[config.mk]
export PLATFORM = sky130hd
export DESIGN_NAME = wiper_pos_ctr
export DESIGN_NICKNAME = d
export VERILOG_FILES = /design/src/rtl/wpc_pkg.sv /design/src/rtl/wpc_step.sv /design/src/rtl/wpc_src_sel.sv /design/src/rtl/wpc_tap_dec.sv /design/src/rtl/wiper_pos_ctr.sv
export SDC_FILE = /design/constraint.sdc
export NUM_CORES = 1
export LEC_CHECK = 0
export BUFFER_PORTS_ARGS = -buffer_cell sky130_fd_sc_hd__buf_2
export CELL_PAD_IN_SITES_DETAIL_PLACEMENT = 1
export CELL_PAD_IN_SITES_GLOBAL_PLACEMENT = 1
export CORE_UTILIZATION = 20
export DETAILED_ROUTE_END_ITERATION = 8
export PLACE_DENSITY = 0.76
export REMOVE_ABC_BUFFERS = 1
export SETUP_SLACK_MARGIN = 0.05
export SLEW_MARGIN = 30
export SYNTH_ARGS = -nofsm -noshare
export SYNTH_HDL_FRONTEND = slang
export SYNTH_SLANG_ARGS = --single-unit
[constraint.sdc]
create_clock -name clk -period 2.52 [get_ports clk]
set_clock_uncertainty 0.1 [all_clocks]
set_input_delay 0.126 -clock clk [delete_from_list [all_inputs] [get_ports clk]]
set_output_delay 0.126 -clock clk [all_outputs]
set_load 0.05 [all_outputs]
[src/rtl/wpc_pkg.sv]
package wpc_pkg;
   // Source chosen for the next position value, listed from highest priority down.
   typedef enum logic [2:0] {
      SRC_RECALL = 3'd0,
      SRC_HOST   = 3'd1,
      SRC_XFER   = 3'd2,
      SRC_STEP   = 3'd3,
      SRC_HOLD   = 3'd4
   } wpc_src_e;
endpackage

[src/rtl/wpc_step.sv]
module wpc_step #(
   parameter int POS_W = 6
) (
   input  logic [POS_W-1:0] cur,
   input  logic             up,
   output logic [POS_W-1:0] nxt
);
   localparam logic [POS_W-1:0] TOP = {POS_W{1'b1}};
   localparam logic [POS_W-1:0] BOT = '0;
   localparam logic [POS_W-1:0] ONE = {{(POS_W-1){1'b0}}, 1'b1};

   logic at_top, at_bot;
   assign at_top = (cur == TOP);
   assign at_bot = (cur == BOT);

   // Saturating increment and decrement.
   always_comb begin
      if (up) nxt = at_top ? cur : cur + ONE;
      else    nxt = at_bot ? cur : cur - ONE;
   end
endmodule

[src/rtl/wpc_src_sel.sv]
module wpc_src_sel
   import wpc_pkg::*;
#(
   parameter int POS_W = 6
) (
   input  logic             recall_req,
   input  logic             host_wr,
   input  logic             xfer_ld,
   input  logic             step_en,
   input  logic [POS_W-1:0] recall_val,
   input  logic [POS_W-1:0] host_val,
   input  logic [POS_W-1:0] xfer_val,
   input  logic [POS_W-1:0] step_val,
   input  logic [POS_W-1:0] cur,
   output wpc_src_e         src,
   output logic [POS_W-1:0] nxt
);
   // Fixed priority: recall, host write, transfer, then step.
   always_comb begin
      if (recall_req)   src = SRC_RECALL;
      else if (host_wr) src = SRC_HOST;
      else if (xfer_ld) src = SRC_XFER;
      else if (step_en) src = SRC_STEP;
      else              src = SRC_HOLD;
   end

   always_comb begin
      unique case (src)
         SRC_RECALL: nxt = recall_val;
         SRC_HOST:   nxt = host_val;
         SRC_XFER:   nxt = xfer_val;
         SRC_STEP:   nxt = step_val;
         default:    nxt = cur;
      endcase
   end
endmodule

[src/rtl/wpc_tap_dec.sv]
module wpc_tap_dec #(
   parameter int POS_W     = 6,
   parameter bit USE_SHIFT = 1'b0
) (
   input  logic [POS_W-1:0]       pos,
   output logic [(1<<POS_W)-1:0]  sel
);
   localparam int TAPS = 1 << POS_W;

   generate
      if (USE_SHIFT) begin : g_shift
         localparam logic [TAPS-1:0] LSB = {{(TAPS-1){1'b0}}, 1'b1};
         assign sel = LSB << pos;
      end else begin : g_cmp
         for (genvar t = 0; t < TAPS; t++) begin : g_tap
            assign sel[t] = (pos == t[POS_W-1:0]);
         end
      end
   endgenerate
endmodule

[src/rtl/wiper_pos_ctr.sv]
module wiper_pos_ctr
   import wpc_pkg::*;
#(
   parameter int POS_W     = 6,
   parameter int BYTE_W    = 8,
   parameter bit USE_SHIFT = 1'b0
) (
   input  logic                    clk,
   input  logic                    rst_n,
   input  logic [POS_W-1:0]        dr0_val,
   input  logic                    recall_req,
   input  logic                    host_wr,
   input  logic [BYTE_W-1:0]       host_byte,
   input  logic                    xfer_ld,
   input  logic [POS_W-1:0]        xfer_val,
   input  logic                    step_en,
   input  logic                    step_up,
   output logic [POS_W-1:0]        pos,
   output logic [BYTE_W-1:0]       rd_byte,
   output logic [(1<<POS_W)-1:0]   tap_sel
);
   localparam int               TAPS = 1 << POS_W;
   localparam int               PAD  = BYTE_W - POS_W;
   localparam logic [POS_W-1:0] TOP  = {POS_W{1'b1}};

   generate
      if (POS_W < 1 || POS_W > 10) begin : g_bad_pos
         $error("POS_W out of range");
      end
      if (BYTE_W <= POS_W) begin : g_bad_byte
         $error("BYTE_W must exceed POS_W");
      end
   endgenerate

   logic [POS_W-1:0] step_val, nxt_val;
   wpc_src_e         src;

   wpc_step #(.POS_W(POS_W)) u_step (
      .cur (pos),
      .up  (step_up),
      .nxt (step_val)
   );

   wpc_src_sel #(.POS_W(POS_W)) u_sel (
      .recall_req (recall_req),
      .host_wr    (host_wr),
      .xfer_ld    (xfer_ld),
      .step_en    (step_en),
      .recall_val (dr0_val),
      .host_val   (host_byte[POS_W-1:0]),
      .xfer_val   (xfer_val),
      .step_val   (step_val),
      .cur        (pos),
      .src        (src),
      .nxt        (nxt_val)
   );

   always_ff @(posedge clk) begin
      if (!rst_n) pos <= dr0_val;
      else        pos <= nxt_val;
   end

   wpc_tap_dec #(.POS_W(POS_W), .USE_SHIFT(USE_SHIFT)) u_dec (
      .pos (pos),
      .sel (tap_sel)
   );

   assign rd_byte = {{PAD{1'b0}}, pos};


   reset_load_chk: assert property (@(posedge clk)
      !rst_n |=> pos == $past(dr0_val));

   onehot_sel_chk: assert property (@(posedge clk) disable iff (!rst_n)
      $countones(tap_sel) == 1 && tap_sel[pos]);

   host_load_chk: assert property (@(posedge clk) disable iff (!rst_n)
      host_wr && !recall_req |=> pos == $past(host_byte[POS_W-1:0]));

   xfer_load_chk: assert property (@(posedge clk) disable iff (!rst_n)
      xfer_ld && !host_wr && !recall_req |=> pos == $past(xfer_val));

   recall_load_chk: assert property (@(posedge clk) disable iff (!rst_n)
      recall_req |=> pos == $past(dr0_val));

   sat_top_chk: assert property (@(posedge clk) disable iff (!rst_n)
      step_en && step_up && !recall_req && !host_wr && !xfer_ld && pos == TOP
      |=> pos == TOP);

   sat_bot_chk: assert property (@(posedge clk) disable iff (!rst_n)
      step_en && !step_up && !recall_req && !host_wr && !xfer_ld && pos == '0
      |=> pos == '0);

   hold_chk: assert property (@(posedge clk) disable iff (!rst_n)
      !step_en && !recall_req && !host_wr && !xfer_ld |=> $stable(pos));

   rd_pad_chk: assert property (@(posedge clk) disable iff (!rst_n)
      rd_byte[BYTE_W-1:POS_W] == '0 && rd_byte[POS_W-1:0] == pos);
endmodule

Word-level counts from Yosys, hierarchy flattened

Index checks and enable logic that the tools add are counted.

Bits in registers: 6
Bits of input ports: 27
Output and inout bits: 78
Word-level logic and storage cells: 84

Add/sub/neg operators: 2
Equality and inequality tests: 69
Mux-type cells: 9
Reduce and logical (&&, ||, !) cells: 3

Operators with widths:

| operator                                         | count |
|---|---|
| == test 6 bit, second input constant             | 32 |
| == test 6 x 5 -> 1 bit, second input constant    | 16 |
| == test 6 x 4 -> 1 bit, second input constant    | 8 |
| == test 6 x 3 -> 1 bit, second input constant    | 4 |
| two-way mux 6 bit                                | 4 |
| case mux 6 bit (4 select lines)                  | 1 |
| == test 6 x 2 -> 1 bit, second input constant    | 2 |
| two-way mux 3 bit                                | 4 |
| != test 4 bit, second input constant             | 2 |
| adder 6 x 1 -> 6 bit, second input constant      | 1 |
| == test 3 x 2 -> 1 bit, second input constant    | 2 |
| == test 6 x 1 -> 1 bit, second input constant    | 1 |
| zero test 6 bit                                  | 1 |
| subtractor 6 x 1 -> 6 bit, second input constant | 1 |
| != test 5 x 1 -> 1 bit, second input constant    | 1 |
| == test 3 x 1 -> 1 bit, second input constant    | 1 |
| zero test 3 bit                                  | 1 |
| AND reduction 3 bit                              | 1 |

Depth between registers and ports, before layout

Gate-level depths: netlist of the first run.

Depth in word-level cells: 7
Mapped depth: 6
Depth with buffers taken out: 6

By module

A second synthesis of the first run with hierarchy kept.

Cells, all modules: 226
Area, all modules: 1,436.4 um^2

By module, submodules not included:

| module        | instances | cells each | area an instance (um^2) | seq. area each (um^2) |
|---|---|---|---|---|
| wpc_tap_dec   | 1         | 95         | 461.7                   | 0.0 |
| wpc_step      | 1         | 52         | 351.6                   | 0.0 |
| wpc_src_sel   | 1         | 57         | 337.8                   | 0.0 |
| wiper_pos_ctr | 1         | 22         | 285.3                   | 120.1 |

Worst setup path before layout of the first run

Ideal clock, no wire load.

Path type: register -> register
Start: register pos[0]
End: register pos[0] (enable)
Setup time: 0.279 ns
Arrival time: 2.231 ns
Path slack: -0.090 ns
Cell stages (with the launch flop): 7
Cell sequence: edfxtp_1 -> inv_1 -> ha_1 -> or3b_2 -> nor2_1 -> o21ai_1 -> a2111o_1

Cells in the longest elaborated chain, start to end: 3
Elaborated cells on any way between the ends: 5

RTL lines:

| what                          | line                | RTL |
|---|---|---|
| start, declared               | wiper_pos_ctr.sv:18 | `output logic [POS_W-1:0] pos,` |
| start signal, assigned        | wiper_pos_ctr.sv:59 | `if (!rst_n) pos <= dr0_val;` |
| start signal, assigned        | wiper_pos_ctr.sv:60 | `else pos <= nxt_val;` |
| zero test 6 bit               | wpc_step.sv:14      | `assign at_bot = (cur == BOT);` |
| named net u_step.at_bot       | wpc_step.sv:12      | `logic at_top, at_bot;` |
| != test 4 bit (no line)       | --                  |  |
| AND reduction 3 bit (no line) | --                  |  |

The timed path passes the listed nets, and every way through them passes these cells.
A chain may end at the register's enable or synchronous reset.

Worst setup path in the final report of the first run

Start: register pos[0]
End: register pos[1] (enable)

Cells in the longest elaborated chain, start to end: 3
Elaborated cells on any way between the ends: 5

RTL lines:

| what                                                    | line |
|---|---|
| == test 6 bit / zero test 6 bit (equally long branches) | wpc_step.sv:13, wpc_step.sv:14 |
| != test 4 bit (no line)                                 | -- |
| AND reduction 3 bit (no line) (*)                       | -- |

Mark *: on every way between the ends. The rest lies on a longest branch, timed or not.

==> impl_results.html, run 1 <==
<table>
<tr><th>Metric</th><th>Value</th></tr>
<tr><th colspan="2">Synth</th></tr>
<tr><td>Yosys top cell by area</td><td>nor2_1</td></tr>
<tr><td>Count of distinct cell types in the synthesized netlist</td><td>38</td></tr>
<tr><td>FF+latch count, synth</td><td>6</td></tr>
<tr><td>YS warnings</td><td>0</td></tr>
<tr><td>Share of synthesized area occupied by flip-flops and latches</td><td>16.2%</td></tr>
<tr><td>Synth Instances</td><td>180</td></tr>
<tr><td>Synth area leaders</td><td>nor2_1, edfxtp_1, buf_4, ha_1, nand2_1</td></tr>
<tr><td>Area share of the leading cell type in the synthesized netlist</td><td>24.0%</td></tr>
<tr><td>Mapped Avg Cell Area</td><td>6.17 um2</td></tr>
<tr><td>Post-synth design cell area</td><td>1110 um2</td></tr>
<tr><th colspan="2">Power</th></tr>
<tr><td>Int Power</td><td>0.321 mW</td></tr>
<tr><td>Power share of the combinational group</td><td>58.7%</td></tr>
<tr><td>Part of the total power dissipated in sequential elements</td><td>19.7%</td></tr>
<tr><td>Static leakage</td><td>0.901 nW</td></tr>
<tr><td>IR drop worst, VDD</td><td>0.172 mV</td></tr>
<tr><td>P per Cell Area</td><td>390 nW/um2</td></tr>
<tr><td>Clock group share of total power</td><td>21.5%</td></tr>
<tr><td>Post-route total power</td><td>0.654 mW</td></tr>
<tr><td>Sw Ratio</td><td>50.9%</td></tr>
<tr><td>Net switching power</td><td>0.333 mW</td></tr>
<tr><th colspan="2">Place</th></tr>
<tr><td>Total of buffers placed on input and output ports</td><td>100</td></tr>
<tr><td>Routability-driven placement congestion ratio</td><td>0.760</td></tr>
<tr><td>Area after detailed placement</td><td>1630 um2</td></tr>
<tr><td>Dpl cells</td><td>336</td></tr>
<tr><td>Half-perimeter wire length of the detailed placement result</td><td>3610 um</td></tr>
<tr><th colspan="2">Finish</th></tr>
<tr><td>Post-route cell area</td><td>1680 um2</td></tr>
<tr><td>Number of flip-flops in the largest register</td><td>6</td></tr>
<tr><td>Highest-count cells in the layout ignoring fill and taps</td><td>buf_2, nor2_1, nand2_1, buf_4, nand3_1</td></tr>
<tr><td>Fraction of layout instances using a drive strength above 1</td><td>42.8%</td></tr>
<tr><td>Storage element area</td><td>180 um2</td></tr>
<tr><td># diodes</td><td>0</td></tr>
<tr><td>Final Core Density</td><td>32.0%</td></tr>
<tr><td>Synth-to-layout area growth</td><td>50.8%</td></tr>
<tr><td>Nets</td><td>303</td></tr>
<tr><td>Largest regs</td><td>pos: 6 flops</td></tr>
<tr><td>Most common cell after layout, fill and taps aside</td><td>buf_2</td></tr>
<tr><td>Register ranked first by flip-flop count</td><td>pos</td></tr>
<tr><td>Layout Cells excl Fill</td><td>339</td></tr>
<tr><td>Multi-input gate area</td><td>787 um2</td></tr>
<tr><td># fillers</td><td>703</td></tr>
<tr><th colspan="2">Setup path</th></tr>
<tr><td>Logic depth of the worst register-to-register path</td><td>6</td></tr>
<tr><td>Maximum single-stage delay on the critical path</td><td>0.50 ns</td></tr>
<tr><td>Setup slack of the most critical reg-to-reg path</td><td>0.21 ns</td></tr>
<tr><td>Slowest cell on crit path</td><td>or3b_2</td></tr>
<tr><td>Data required time of the worst path</td><td>2.35 ns</td></tr>
<tr><td>Reg2reg end</td><td>pos[1]$_DFFE_PP_</td></tr>
<tr><td>Top fanout value on the critical path</td><td>6</td></tr>
<tr><td>CP Launch Type</td><td>register</td></tr>
<tr><td>Origin of the critical flop-to-flop path</td><td>pos[0]$_DFFE_PP_</td></tr>
<tr><td>Worst Path Arrival</td><td>2.14 ns</td></tr>
<tr><td>CP Class</td><td>reg2reg</td></tr>
<tr><td>Cells along the critical path</td><td>inv_1 -&gt; ha_1 -&gt; or3b_2 -&gt; nor2_1 -&gt; o21ai_1 -&gt; a2111o_1</td></tr>
<tr><td>Critical path endpoint category</td><td>register</td></tr>
<tr><th colspan="2">Timing</th></tr>
<tr><td>Relative slew slack</td><td>59.6%</td></tr>
<tr><td>Setup repair after global routing missed its margin</td><td>false</td></tr>
<tr><td>Transition time at the pin with the least slew margin</td><td>0.591 ns</td></tr>
<tr><td>Final setup viols</td><td>0</td></tr>
<tr><td>Final-report max-slew violation count</td><td>0</td></tr>
<tr><td>Fmax achieved</td><td>0.433 GHz</td></tr>
<tr><td>Post-route minimum period</td><td>2.31 ns</td></tr>
<tr><td>Setup total negative slack</td><td>0 ns</td></tr>
<tr><td>Hold violation count in the final report</td><td>0</td></tr>
<tr><td>Final worst path period share</td><td>91.7%</td></tr>
<tr><th colspan="2">Floorplanning</th></tr>
<tr><td>Initial core utilization</td><td>21.2%</td></tr>
<tr><td>Die ar.</td><td>5860 um2</td></tr>
<tr><td>Height of the die</td><td>76.5 um</td></tr>
<tr><td>Total core area</td><td>5240 um2</td></tr>
<tr><td>Die X-Extent</td><td>76.5 um</td></tr>
<tr><td>Boundary Pins</td><td>105</td></tr>
<tr><td>Number of rows created at floorplan</td><td>26</td></tr>
<tr><th colspan="2">Global routing</th></tr>
<tr><td>Wire length of the first global-routing pass</td><td>7600 um</td></tr>
<tr><td>Maximum number of pins on one net before global-route repair</td><td>17</td></tr>
<tr><td>Number of global-route vias before repair</td><td>1592</td></tr>
<tr><td>Overall routing resource usage</td><td>15.4%</td></tr>
<tr><td>Gr ovfl total</td><td>0</td></tr>
<tr><td>Number of antenna violations at the first check in global routing</td><td>0</td></tr>
<tr><th colspan="2">CTS</th></tr>
<tr><td>Number of resized instances in the post-cts repair step</td><td>0</td></tr>
<tr><td>Buffer levels on the longest clock path</td><td>2</td></tr>
<tr><td>CTS tree</td><td>built</td></tr>
<tr><td>Post-CTS setup buffers</td><td>0</td></tr>
<tr><td>Clock tree root driver cell</td><td>clkbuf_8</td></tr>
<tr><td>Clock transition at the registers of the reported paths</td><td>0.04 ns</td></tr>
<tr><td>Insertion delay of the later-clocked pin in the worst-skew pair</td><td>0.22 ns</td></tr>
<tr><td>H-tree levels</td><td>1</td></tr>
<tr><td>CTS buffer count</td><td>3</td></tr>
<tr><td>TritonCTS sink count</td><td>6</td></tr>
<tr><th colspan="2">Routing</th></tr>
<tr><td>First-pass iteration count of the detailed router</td><td>4</td></tr>
<tr><td>Avg WL per Cell</td><td>13.1 um</td></tr>
<tr><td>Starting DRC count in detailed routing</td><td>23</td></tr>
<tr><td>Final Routed Wirelength</td><td>4450 um</td></tr>
<tr><td>Detailed-route via count</td><td>1573</td></tr>
<tr><td>Via density per instance</td><td>4.64</td></tr>
<tr><td>Antenna-violating nets left</td><td>0</td></tr>
<tr><td>Post-route DRC violation count</td><td>0</td></tr>
<tr><th colspan="2">Min path</th></tr>
<tr><td>Beginning of the worst hold path</td><td>dr0_val[3]</td></tr>
<tr><td>Type of the most critical hold path</td><td>in2reg</td></tr>
<tr><td>End of the worst hold path</td><td>pos[3]$_DFFE_PP_</td></tr>
<tr><td>Number of instances on the worst hold path</td><td>2</td></tr>
<tr><th colspan="2">Outcome</th></tr>
<tr><td>Run status</td><td>finished, final reports clean</td></tr>
<tr><th colspan="2">Run</th></tr>
<tr><td>Max-capacitance violation count</td><td>0</td></tr>
</table>
-- metal layers --
metal	track usage (%)	vias up	part of all wire [%]	wire, um
met1	18.8	708	44	1970
met4	2.50	0	0.52	23
met2	27.7	88	46	2050
met3	3.71	4	9.1	407
met5	0	-	0	0
li1	-	773	-	-
-- power by group through the flow --
stage	clock network (mW)	registers, mW	logic, mW
5_1_grt	0.147	0.131	0.415
4_1_cts	0.142	0.129	0.389
3_3_place_gp	0	0.129	0.383
3_5_place_dp	0	0.131	0.387
6_report	0.141	0.129	0.384
2_1_floorplan	0	0.214	0.179
-- worst max-delay path: cells and delay by family, from the launching register on --
family,cells,cell delay (ns)
buffers and inverters,1,0.12
DFF,1,0.39
and+or+nand+nor,2,0.66
AOI/OAI and AO/OA,2,0.60
adders and majority gates,1,0.17
-- stage by stage --
step	setup slack (ns)	hold WS, ns
after floorplan	-0.939	0.226
after global placement	0.259	0.327
after detailed placement	0.159	0.324
after CTS	0.153	0.108
after global routing	0.0870	0.117
final	0.210	0.116
-- area by class of cell --
| class | instances | share of cell area [%] |
|---|---|---|
| inverters | 5 | 1.12 |
| repair buffers | 108 | 33.5 |
| clock buffers | 3 | 2.46 |
| flip-flops and latches | 6 | 10.8 |
| well taps | 70 | 5.23 |
| multi-input cells | 147 | 47.0 |
-- Yosys cell counts --
| cell type | instances |
|---|---|
| a2111o_1 | 2 |
| a2111oi_0 | 4 |
| a211oi_1 | 1 |
| a21oi_1 | 5 |
| a2bb2oi_1 | 1 |
| a41oi_1 | 1 |
| and3b_1 | 1 |
| and4_1 | 1 |
| buf_2 | 4 |
| buf_4 | 10 |
| clkbuf_1 | 9 |
| conb_1 | 1 |
| edfxtp_1 | 6 |
| ha_1 | 5 |
| inv_1 | 5 |
| mux2_2 | 1 |
| mux2i_1 | 2 |
| nand2_1 | 15 |
| nand2b_1 | 3 |
| nand3_1 | 7 |
| nand3b_1 | 1 |
| nand4_1 | 1 |
| nor2_1 | 71 |
| nor2b_1 | 2 |
| nor3_1 | 3 |
| nor3b_1 | 1 |
| nor4_1 | 1 |
| nor4b_1 | 1 |
| o21a_1 | 2 |
| o21ai_0 | 2 |
| o21ai_1 | 1 |
| o221ai_1 | 3 |
| o32a_1 | 1 |
| o32a_2 | 1 |
| or2_2 | 1 |
| or3b_2 | 1 |
| or4b_1 | 1 |
| xor2_1 | 2 |
-- repair_timing --
action | in CTS | in global routing
endpoints found under the setup margin | 0 | 6
endpoints found under the hold margin | 0 | 0
hold buffers | 0 | 0
-- worst max-delay path by stage --
stage                                start                to  slack, ns  cells after the start
after detailed placement  pos[0]$_DFFE_PP_  pos[1]$_DFFE_PP_       0.16                      6
final                     pos[0]$_DFFE_PP_  pos[1]$_DFFE_PP_       0.21                      6
after CTS                 pos[0]$_DFFE_PP_  pos[1]$_DFFE_PP_       0.15                      6
after floorplan           pos[0]$_DFFE_PP_  pos[0]$_DFFE_PP_      -0.94                      6
after global placement    pos[0]$_DFFE_PP_  pos[0]$_DFFE_PP_       0.26                      6
after global routing      pos[0]$_DFFE_PP_  pos[2]$_DFFE_PP_       0.09                      6
-- logic make-up (layout without fill, tap and decap cells) --
kind of cell	Yosys count	in the layout	share of synthesized area, %
muxes	3	3	2.82
buffers and inverters	28	116	13.3
adders and majority gates	5	5	5.63
AOI/OAI and AO/OA	24	24	16.7
and+or+nand+nor	111	111	43.5
xor gates and xnor gates	2	2	1.58
DFF	6	6	16.2
other	1	2	0.338
No activity file was read; power rests on OpenSTA's default activity.
==> inputs of run 2 (changes only) <==
Settings changed: CORE_UTILIZATION 20 to 24, PLACE_DENSITY 0.76 to 0.79, SYNTH_HIERARCHICAL from default to 1.
==> run 2 against run 1 <==
Wire length increased by 18%. Maximum frequency increased by 1.4%. Register-to-register slack improved by 0.03 ns. Count of clock-buffer cells in the layout unchanged. Design area increased by 15%. Power increased by 16%. Flip-flop and latch count unchanged. Largest cell class unchanged.
==> impl_results.html, run 2 <==
<table>
<tr><th>Metric</th><th>Value</th></tr>
<tr><th colspan="2">Routing</th></tr>
<tr><td>Antenna-violating nets left</td><td>0</td></tr>
<tr><td>First-pass iteration count of the detailed router</td><td>4</td></tr>
<tr><td>Avg WL per Cell</td><td>14.0 um</td></tr>
<tr><td>Via density per instance</td><td>5.06</td></tr>
<tr><td>Post-route DRC violation count</td><td>0</td></tr>
<tr><td>Starting DRC count in detailed routing</td><td>63</td></tr>
<tr><td>Final Routed Wirelength</td><td>5230 um</td></tr>
<tr><td>Detailed-route via count</td><td>1887</td></tr>
<tr><th colspan="2">Place</th></tr>
<tr><td>Dpl cells</td><td>370</td></tr>
<tr><td>Routability-driven placement congestion ratio</td><td>0.847</td></tr>
<tr><td>Half-perimeter wire length of the detailed placement result</td><td>3980 um</td></tr>
<tr><td>Total of buffers placed on input and output ports</td><td>100</td></tr>
<tr><th colspan="2">Timing</th></tr>
<tr><td>Transition time at the pin with the least slew margin</td><td>0.667 ns</td></tr>
<tr><td>Setup repair after global routing missed its margin</td><td>false</td></tr>
<tr><td>Final-report max-slew violation count</td><td>0</td></tr>
<tr><td>Relative slew slack</td><td>55.5%</td></tr>
<tr><td>Fin Hold WS</td><td>0.0598 ns</td></tr>
<tr><td>Hold violation count in the final report</td><td>0</td></tr>
<tr><td>Final worst path period share</td><td>90.4%</td></tr>
<tr><td>Post-route minimum period</td><td>2.28 ns</td></tr>
<tr><td>Final setup viols</td><td>0</td></tr>
<tr><td>Fmax achieved</td><td>0.439 GHz</td></tr>
<tr><th colspan="2">Global routing</th></tr>
<tr><td>Gr ovfl total</td><td>0</td></tr>
<tr><td>Most heavily used metal layer in global routing</td><td>met2</td></tr>
<tr><td>Wire length of the first global-routing pass</td><td>8340 um</td></tr>
<tr><td>Number of antenna violations at the first check in global routing</td><td>0</td></tr>
<tr><td>Maximum number of pins on one net before global-route repair</td><td>29</td></tr>
<tr><td>Met1 Track Usage GR</td><td>20.5%</td></tr>
<tr><td>Number of global-route vias before repair</td><td>1750</td></tr>
<tr><td>Overall routing resource usage</td><td>16.2%</td></tr>
<tr><td>Routing usage on met3</td><td>2.99%</td></tr>
<tr><td>GR Layer Usage met2</td><td>29.5%</td></tr>
<tr><th colspan="2">Setup path</th></tr>
<tr><td>Top fanout value on the critical path</td><td>7</td></tr>
<tr><td>Setup slack of the most critical reg-to-reg path</td><td>0.24 ns</td></tr>
<tr><td>Worst Path Arrival</td><td>2.34 ns</td></tr>
<tr><td>Cells along the critical path</td><td>or4_4 -&gt; or4_1 -&gt; o211ai_1 -&gt; nand3b_1 -&gt; a21oi_1 -&gt; o22a_2 -&gt; mux2_4</td></tr>
<tr><td>CP Launch Type</td><td>register</td></tr>
<tr><td>CP Class</td><td>reg2reg</td></tr>
<tr><td>Data required time of the worst path</td><td>2.58 ns</td></tr>
<tr><td>Slowest cell on crit path</td><td>or4_4</td></tr>
<tr><td>Critical path endpoint category</td><td>register</td></tr>
<tr><td>Logic depth of the worst register-to-register path</td><td>7</td></tr>
<tr><td>Maximum single-stage delay on the critical path</td><td>0.57 ns</td></tr>
<tr><th colspan="2">CTS</th></tr>
<tr><td>Number of resized instances in the post-cts repair step</td><td>0</td></tr>
<tr><td>TritonCTS sink count</td><td>6</td></tr>
<tr><td>Post-CTS setup buffers</td><td>0</td></tr>
<tr><td>H-tree levels</td><td>1</td></tr>
<tr><td>Clock tree root driver cell</td><td>clkbuf_8</td></tr>
<tr><td>Clock transition at the registers of the reported paths</td><td>0.03 ns</td></tr>
<tr><td>CTS buffer count</td><td>3</td></tr>
<tr><td>CTS Hold Buffers Added</td><td>0</td></tr>
<tr><td>Buffer levels on the longest clock path</td><td>2</td></tr>
<tr><td>CTS tree</td><td>built</td></tr>
<tr><td>Insertion delay of the later-clocked pin in the worst-skew pair</td><td>0.22 ns</td></tr>
<tr><th colspan="2">Finish</th></tr>
<tr><td>Multi-input gate area</td><td>1120 um2</td></tr>
<tr><td>Number of flip-flops in the largest register</td><td>6</td></tr>
<tr><td>Nets</td><td>333</td></tr>
<tr><td>Storage element area</td><td>120 um2</td></tr>
<tr><td>Fraction of layout instances using a drive strength above 1</td><td>41.5%</td></tr>
<tr><td>Layout Cells excl Fill</td><td>373</td></tr>
<tr><td>Highest-count cells in the layout ignoring fill and taps</td><td>buf_2, nor2_1, a21oi_1, nand2_1, nor2b_1</td></tr>
<tr><td>Largest regs</td><td>pos: 6 flops</td></tr>
<tr><td>Register ranked first by flip-flop count</td><td>pos</td></tr>
<tr><td>Synth-to-layout area growth</td><td>36.1%</td></tr>
<tr><td>Most common cell after layout, fill and taps aside</td><td>buf_2</td></tr>
<tr><td># fillers</td><td>748</td></tr>
<tr><td># diodes</td><td>0</td></tr>
<tr><th colspan="2">Floorplanning</th></tr>
<tr><td>Die ar.</td><td>6210 um2</td></tr>
<tr><td>Die X-Extent</td><td>78.8 um</td></tr>
<tr><td>Number of rows created at floorplan</td><td>27</td></tr>
<tr><td>Height of the die</td><td>78.8 um</td></tr>
<tr><td>Boundary Pins</td><td>105</td></tr>
<tr><td>Initial core utilization</td><td>25.3%</td></tr>
<tr><td>Total core area</td><td>5610 um2</td></tr>
<tr><th colspan="2">Run</th></tr>
<tr><td>Max-capacitance violation count</td><td>0</td></tr>
<tr><th colspan="2">Min path</th></tr>
<tr><td>Number of instances on the worst hold path</td><td>2</td></tr>
<tr><td>Type of the most critical hold path</td><td>in2reg</td></tr>
<tr><th colspan="2">Power</th></tr>
<tr><td>IR drop worst, VDD</td><td>0.177 mV</td></tr>
<tr><td>Static leakage</td><td>0.978 nW</td></tr>
<tr><td>Post-route total power</td><td>0.756 mW</td></tr>
<tr><td>P per Cell Area</td><td>392 nW/um2</td></tr>
<tr><th colspan="2">Synth</th></tr>
<tr><td>Post-synth design cell area</td><td>1420 um2</td></tr>
<tr><td>YS warnings</td><td>6</td></tr>
<tr><td>Mapped Avg Cell Area</td><td>6.41 um2</td></tr>
<tr><td>Synth Instances</td><td>221</td></tr>
<tr><th colspan="2">Outcome</th></tr>
<tr><td>Run status</td><td>finished, final reports clean</td></tr>
</table>
-- run 2: area by class of cell --
type	count	area share (%)
Timing Repair Buffer	106	28.3
Inverter	3	0.584
Sequential cell	6	6.23
Clock buffer	3	2.14
Tap cell	72	4.67
Multi-Input combinational cell	183	58.1
-- run 2: per-layer routing --
metal / vias to the layer above / part of all wire [%]
met5: - / 0
met4: 0 / 0
met3: 0 / 8.7
met2: 84 / 46
met1: 882 / 45
li1: 921 / -
-- run 2: power by group --
| group | internal, mW | switching (mW) |
|---|---|---|
| clock | 0.102 | 0.0377 |
| sequential | 0.106 | 0.0157 |
| combinational | 0.143 | 0.351 |
-- run 2: worst max-delay path, delay by kind of cell, from the launching register on --
kind	cells	cell delay [ns]
flip-flops	1	0.35
AND/OR/NAND/NOR	3	1.11
multiplexers	1	0.13
AO/OA/AOI/OAI	3	0.53
-- run 2: final timing paths --
check,startpoint,end
worst max-delay path,pos[2]$_DFF_P_,pos[5]$_DFF_P_
worst min-delay path,dr0_val[4],pos[4]$_DFF_P_
worst max register to register,pos[2]$_DFF_P_,pos[5]$_DFF_P_
worst min register to register,pos[0]$_DFF_P_,pos[0]$_DFF_P_
-- run 2: through the flow --
step	setup WS [ns]	cell area (um2)	util [%]	TNS (ns)
floorplan	-0.363	1250	-	-11.58
global placement	0.308	1890	33.6	0
detailed placement	0.270	1890	33.6	0
CTS	0.251	1930	34.4	0
global route	0.0913	1930	34.4	0
finish	0.241	1930	34.4	0
